File: src/rtl/ta_guard_pkg.sv
package ta_guard_pkg;

  typedef enum logic [1:0] {
    SEQ_IDLE  = 2'd0,
    SEQ_ARMED = 2'd1,
    SEQ_OPEN  = 2'd2
  } seq_state_e;

  // Width needed to hold the larger of two tick spans.
  function automatic int unsigned span_width(input int unsigned a,
                                             input int unsigned b);
    int unsigned m;
    m = (a > b) ? a : b;
    return (m < 1) ? 1 : $clog2(m + 1);
  endfunction

  // A span ends on the edge where a tick meets the last remaining unit.
  function automatic logic span_ends(input logic tick,
                                     input int unsigned remaining);
    return tick && (remaining == 1);
  endfunction

  // Remaining units after one edge.
  function automatic int unsigned span_next(input logic tick,
                                            input int unsigned remaining);
    return (tick && remaining != 0) ? remaining - 1 : remaining;
  endfunction

endpackage

File: src/rtl/ta_bus_decode.sv
module ta_bus_decode #(
  parameter int unsigned ADDR_W = 8,
  parameter int unsigned DATA_W = 8,
  parameter logic [ADDR_W-1:0] KEY_ADDR   = ADDR_W'('hC7),
  parameter logic [DATA_W-1:0] KEY_FIRST  = DATA_W'('hAA),
  parameter logic [DATA_W-1:0] KEY_SECOND = DATA_W'('h55)
) (
  input  logic              wr_en,
  input  logic [ADDR_W-1:0] wr_addr,
  input  logic [DATA_W-1:0] wr_data,
  output logic              first_hit,
  output logic              second_hit,
  output logic              other_write
);

  logic addr_match;

  always_comb begin
    addr_match  = (wr_addr == KEY_ADDR);
    first_hit   = wr_en && addr_match && (wr_data == KEY_FIRST);
    second_hit  = wr_en && addr_match && (wr_data == KEY_SECOND);
    other_write = wr_en && !second_hit;
  end

endmodule

File: src/rtl/ta_tick_timer.sv
module ta_tick_timer #(
  parameter int unsigned CNT_W = 2
) (
  input  logic             clk,
  input  logic             rst_n,
  input  logic             load,
  input  logic [CNT_W-1:0] load_val,
  input  logic             clear,
  input  logic             tick,
  output logic [CNT_W-1:0] count,
  output logic             last
);

  import ta_guard_pkg::*;

  logic [CNT_W-1:0] count_d;

  always_comb begin
    last = span_ends(tick, 32'(count));
    if (load)       count_d = load_val;
    else if (clear) count_d = '0;
    else            count_d = CNT_W'(span_next(tick, 32'(count)));
  end

  always_ff @(posedge clk or negedge rst_n) begin
    if (!rst_n) count <= '0;
    else        count <= count_d;
  end

endmodule

File: src/rtl/ta_seq_ctrl.sv
module ta_seq_ctrl #(
  parameter int unsigned ARM_TICKS  = 3,
  parameter int unsigned OPEN_TICKS = 3,
  parameter int unsigned CNT_W      = 2
) (
  input  logic             clk,
  input  logic             rst_n,
  input  logic             first_hit,
  input  logic             second_hit,
  input  logic             other_write,
  input  logic             prot_wr,
  input  logic             cnt_last,
  output logic [1:0]       state_o,
  output logic             open_o,
  output logic             grant_o,
  output logic             abort_o,
  output logic             expire_o,
  output logic             load_o,
  output logic [CNT_W-1:0] load_val_o,
  output logic             clear_o
);

  import ta_guard_pkg::*;

  seq_state_e state_q, state_d;

  always_comb begin
    state_d    = state_q;
    load_o     = 1'b0;
    load_val_o = '0;
    clear_o    = 1'b0;
    grant_o    = 1'b0;
    abort_o    = 1'b0;
    expire_o   = 1'b0;
    unique case (state_q)
      SEQ_IDLE: begin
        if (first_hit) begin
          state_d    = SEQ_ARMED;
          load_o     = 1'b1;
          load_val_o = CNT_W'(ARM_TICKS);
        end
      end
      SEQ_ARMED: begin
        if (second_hit) begin
          state_d    = SEQ_OPEN;
          load_o     = 1'b1;
          load_val_o = CNT_W'(OPEN_TICKS);
        end else if (other_write) begin
          state_d = SEQ_IDLE;
          clear_o = 1'b1;
          abort_o = 1'b1;
        end else if (cnt_last) begin
          state_d  = SEQ_IDLE;
          clear_o  = 1'b1;
          expire_o = 1'b1;
        end
      end
      SEQ_OPEN: begin
        if (prot_wr) begin
          state_d = SEQ_IDLE;
          clear_o = 1'b1;
          grant_o = 1'b1;
        end else if (cnt_last) begin
          state_d  = SEQ_IDLE;
          clear_o  = 1'b1;
          expire_o = 1'b1;
        end
      end
      default: begin
        state_d = SEQ_IDLE;
        clear_o = 1'b1;
      end
    endcase
  end

  always_ff @(posedge clk or negedge rst_n) begin
    if (!rst_n) state_q <= SEQ_IDLE;
    else        state_q <= state_d;
  end

  assign state_o = state_q;
  assign open_o  = (state_q == SEQ_OPEN);

endmodule

File: src/rtl/ta_prot_reg.sv
module ta_prot_reg #(
  parameter int unsigned PROT_W = 8,
  parameter logic [PROT_W-1:0] PROT_INIT = '0
) (
  input  logic              clk,
  input  logic              rst_n,
  input  logic              we,
  input  logic [PROT_W-1:0] d,
  output logic [PROT_W-1:0] q
);

  always_ff @(posedge clk or negedge rst_n) begin
    if (!rst_n)  q <= PROT_INIT;
    else if (we) q <= d;
  end

endmodule

File: src/rtl/ta_unlock_guard.sv
module ta_unlock_guard #(
  parameter int unsigned ADDR_W     = 8,
  parameter int unsigned DATA_W     = 8,
  parameter int unsigned PROT_W     = 8,
  parameter logic [ADDR_W-1:0] KEY_ADDR   = ADDR_W'('hC7),
  parameter logic [DATA_W-1:0] KEY_FIRST  = DATA_W'('hAA),
  parameter logic [DATA_W-1:0] KEY_SECOND = DATA_W'('h55),
  parameter int unsigned ARM_TICKS  = 3,
  parameter int unsigned OPEN_TICKS = 3,
  parameter logic [PROT_W-1:0] PROT_INIT  = '0
) (
  input  logic              clk,
  input  logic              rst_n,
  input  logic              cyc_tick,
  input  logic              wr_en,
  input  logic [ADDR_W-1:0] wr_addr,
  input  logic [DATA_W-1:0] wr_data,
  input  logic              prot_wr,
  input  logic [PROT_W-1:0] prot_wdata,
  output logic              access_open,
  output logic [PROT_W-1:0] prot_q
);

  import ta_guard_pkg::*;

  localparam int unsigned CNT_W = span_width(ARM_TICKS, OPEN_TICKS);

  // Named internal events, visible to the bound checker.
  logic             first_hit, second_hit, other_write;
  logic             cnt_last, cnt_load, cnt_clear;
  logic [CNT_W-1:0] cnt_load_val, cnt_value;
  logic [1:0]       seq_state;
  logic             grant_evt, abort_evt, expire_evt;

  ta_bus_decode #(
    .ADDR_W(ADDR_W), .DATA_W(DATA_W), .KEY_ADDR(KEY_ADDR),
    .KEY_FIRST(KEY_FIRST), .KEY_SECOND(KEY_SECOND)
  ) u_dec (
    .wr_en(wr_en), .wr_addr(wr_addr), .wr_data(wr_data),
    .first_hit(first_hit), .second_hit(second_hit), .other_write(other_write)
  );

  ta_tick_timer #(.CNT_W(CNT_W)) u_tmr (
    .clk(clk), .rst_n(rst_n), .load(cnt_load), .load_val(cnt_load_val),
    .clear(cnt_clear), .tick(cyc_tick), .count(cnt_value), .last(cnt_last)
  );

  ta_seq_ctrl #(
    .ARM_TICKS(ARM_TICKS), .OPEN_TICKS(OPEN_TICKS), .CNT_W(CNT_W)
  ) u_seq (
    .clk(clk), .rst_n(rst_n), .first_hit(first_hit), .second_hit(second_hit),
    .other_write(other_write), .prot_wr(prot_wr), .cnt_last(cnt_last),
    .state_o(seq_state), .open_o(access_open), .grant_o(grant_evt),
    .abort_o(abort_evt), .expire_o(expire_evt), .load_o(cnt_load),
    .load_val_o(cnt_load_val), .clear_o(cnt_clear)
  );

  ta_prot_reg #(.PROT_W(PROT_W), .PROT_INIT(PROT_INIT)) u_reg (
    .clk(clk), .rst_n(rst_n), .we(grant_evt), .d(prot_wdata), .q(prot_q)
  );

endmodule

File: config.mk
export PLATFORM = sky130hd
export DESIGN_NAME = ta_unlock_guard
export DESIGN_NICKNAME = d
export VERILOG_FILES = /design/src/rtl/ta_guard_pkg.sv /design/src/rtl/ta_bus_decode.sv /design/src/rtl/ta_tick_timer.sv /design/src/rtl/ta_seq_ctrl.sv /design/src/rtl/ta_prot_reg.sv /design/src/rtl/ta_unlock_guard.sv
export SDC_FILE = /design/constraint.sdc
export NUM_CORES = 1
export LEC_CHECK = 0
export BUFFER_PORTS_ARGS = -buffer_cell sky130_fd_sc_hd__buf_2
export CORE_MARGIN = 4
export CORE_UTILIZATION = 25
export CTS_CLUSTER_SIZE = 12
export DETAILED_ROUTE_END_ITERATION = 16
export GPL_ROUTABILITY_DRIVEN = 0
export GPL_TIMING_DRIVEN = 0
export PLACE_DENSITY = 0.51
export SETUP_SLACK_MARGIN = 0.15
export SLEW_MARGIN = 20
export SYNTH_ARGS = -nofsm -noshare
export SYNTH_HDL_FRONTEND = slang
export SYNTH_SLANG_ARGS = --single-unit
File: constraint.sdc
create_clock -name clk -period 1.75 [get_ports clk]
set_clock_uncertainty 0.15 [all_clocks]
set_input_delay 0.35 -clock clk [delete_from_list [all_inputs] [get_ports clk]]
set_output_delay 0.35 -clock clk [all_outputs]
set_load 0.005 [all_outputs]
==> key figures <==
Run status
  • Status: complete, no violations

Setup path
  • Buf/Inv on CP: 1
  • Slowest-stage cell, CP: dfrtp_1
  • Worst setup EP type: output pin
  • Worst Path Arrival: 1010 ps
  • Worst setup SP type: flop
  • Reg-to-reg slack, setup: 250 ps
  • CP peak stage delay: approximately 450 ps
  • Register-to-Register Path Depth: 5
  • FF-to-FF Start: u_tmr.count[0]
  • Delay-heaviest family, CP: flip-flops
  • CP Cell Sequence: nor2_2, buf_2
  • Reg2reg end: u_tmr.count[1]
  • Largest fanout on the critical path: 6
  • CP required: 1250 ps
  • Crit path kind: flop to output pin

Die
  • Num rows: 18
  • Core ar.: 2450 sq um
  • Die Y: 58.6 um
  • Initial Util: 0.261
  • Width of the die: slightly below 60 um
  • IO Count: 38
  • Die Area: 3440 sq um

Timing
  • Final Cycle Share: 0.865
  • Relative slew slack: 0.782
  • Tmin final: 1510 ps
  • Unrepaired setup endpoints after global routing: no
  • Max-slew violations: 0
  • # setup viols final: 0
  • Max frequency: 660 MHz
  • Slew of the pin with the lowest slew margin: 323 ps
  • Final Hold Viols: 0
  • Worst Slack Setup Final: around 240 ps
  • Setup TNS: 0 ps

Placement
  • Detailed Place HPWL: 1300 um
  • IO Port Bufs: 37
  • DP Area: 863 sq um
  • Place WS: -7.13 ps

Hold path
  • Hold Crit Start: prot_wdata[3]
  • Min-Delay Path Class: input port to flop
  • Hold depth: 2
  • Hold endpoint: u_reg.q[3]

Global route
  • Total grt overflow: 0
  • Initial antenna violation count: 0
  • Grt met1 use: 0.113
  • GR peak layer: met2
  • First-pass GRT wire length: between 2000 and 2500 um
  • GRT Total Usage: 0.0908
  • Largest net degree at the start of global routing: 13
  • Vias in the first global route: 593
  • Met3 Usage GRT: 0.0219
  • M2 GR Usage: 0.150

Logic synthesis
  • Synth area leader: dfrtp_1
  • Ys Warns: 0
  • Count of different cell masters after synthesis: 25
  • Largest cells by area after synthesis: dfrtp_1, mux2_2, ha_1
  • Seq/Total Area, Yosys: 0.469
  • Flops & latches, synth: 12
  • Mapped Area: 641 sq um
  • Cells after synthesis: 56
  • Top cell type's share of synthesized area: 0.469
  • Syn nets: 87
  • Post-Synthesis Mean Instance Area: 11.4 sq um

Final layout
  • Area Growth Syn to Fin: 40.6%
  • Final instance area: approximately 900 sq um
  • Nets: 130
  • Number of diodes: 0
  • Filler Cells Inserted: 268
  • Area of the multi-input gates: 330 sq um
  • FF+latch area: 300 sq um
  • Commonest non-fill, non-tap cell in the layout: buf_2
  • Share of cells above drive strength 1: 0.536
  • Most frequent cells in the layout: buf_2, dfrtp_1, mux2_2, inv_1, nand2_1

Flow run
  • Max_cap viols: 0

Route
  • Drt initial violations: 10
  • Wirelength per Cell: 11.6 um
  • Vias: 593
  • Remaining DRCs: 0
  • Drt total wl: about 1500 um
  • Post-route antenna net violation count: 0
  • Pre-Repair DR Iteration Count: 2
  • DR vias/cell: 4.67

Pwr
  • Peak supply drop: 0.303 mV
  • Leakage: between 0.4 and 0.5 nW
  • Pwr dens: 789 nW/um^2

Clock network
  • Total CTS buffers: 3
  • Clock buffer depth: 2
  • Sink Count: 12
  • CTS tree: built
  • H-tree Lvls: 1
  • Clock transition at path regs: 70 ps
  • Root Buffer: clkbuf_4
  • Worst skew pair latency: 260 ps
repair_timing:
action                                  in CTS  in global routing
buffers inserted                             0                  0
endpoints found under the setup margin       1                  8
gates resized for setup                      1                  2
hold buffers                                 1                  0
endpoints found under the hold margin       12                  0
flip-flops by register name, summed over array words and instances, names as in the netlist:
signal	count
u_tmr.count	2
u_seq.state_o	2
u_reg.q	8
layer usage:
layer,vias to the layer above,routed length [um]
li1,291,-
met1,260,616
met5,-,0
met4,0,17
met2,40,610
met3,2,229
worst max path at each step:
stage / startpoint / cells after the start / end / slack [ps]
2_1_floorplan: wr_addr[5] / 4 / u_tmr.count[1] / 210
3_3_place_gp: wr_addr[5] / 5 / u_tmr.count[1] / 30
3_5_place_dp: wr_addr[5] / 5 / u_tmr.count[0] / -7
4_1_cts: u_seq.state_o[0] / 2 / access_open / 210
5_1_grt: u_seq.state_o[0] / 2 / access_open / 160
6_report: u_seq.state_o[0] / 2 / access_open / 240
through the flow:
step	power (W)	instances	hold slack, ps	util
final	0.000711	127	167	0.367
after CTS	0.000731	127	155	0.365
after floorplan	0.000475	56	-95.6	-
after global routing	0.000776	127	159	0.367
after global placement	0.000548	123	89.4	0.352
after detailed placement	0.000564	123	95.5	0.352
cell usage after synthesis:
library cell,n
a32o_1,1
ha_1,2
o21ai_1,2
nand2b_1,2
dfrtp_1,12
xnor2_1,1
mux2_2,8
nor2_1,1
or4b_4,1
a211oi_1,1
nand3_1,1
nor4b_1,1
and3_1,1
o31ai_1,1
nor4bb_1,2
nor3_4,1
nand2_1,5
and4_1,1
and4b_1,1
o211ai_1,1
o21ai_0,2
a21o_1,1
a21oi_1,1
nor2b_1,2
inv_1,4
kinds of logic after synthesis:
| logic type | after synthesis | synth area share |
|---|---|---|
| flops | 12 | 0.469 |
| fa+ha+maj | 2 | 0.0391 |
| xor+xnor | 1 | 0.0137 |
| mux | 8 | 0.141 |
| compound gates | 10 | 0.102 |
| buf+inv | 4 | 0.0234 |
| simple gates | 19 | 0.213 |
area by class of cell:
type	instances	area share
flip-flops and latches	12	0.333
inverters	4	0.0167
well taps	30	0.0417
multi-input cells	40	0.367
repair buffers	38	0.217
clock buffers	3	0.0250
where the power goes:
part | leakage [nW] | switching [W] | internal, W | total [W]
logic | 0.317 | 0.0000984 | 0.000111 | 0.000210
registers | 0.156 | 0.0000232 | 0.000318 | 0.000342
clock network | 0.0138 | 0.0000800 | 0.0000794 | 0.000159
total | 0.487 | 0.000202 | 0.000509 | 0.000711
Power figures use the tool's default switching activity.
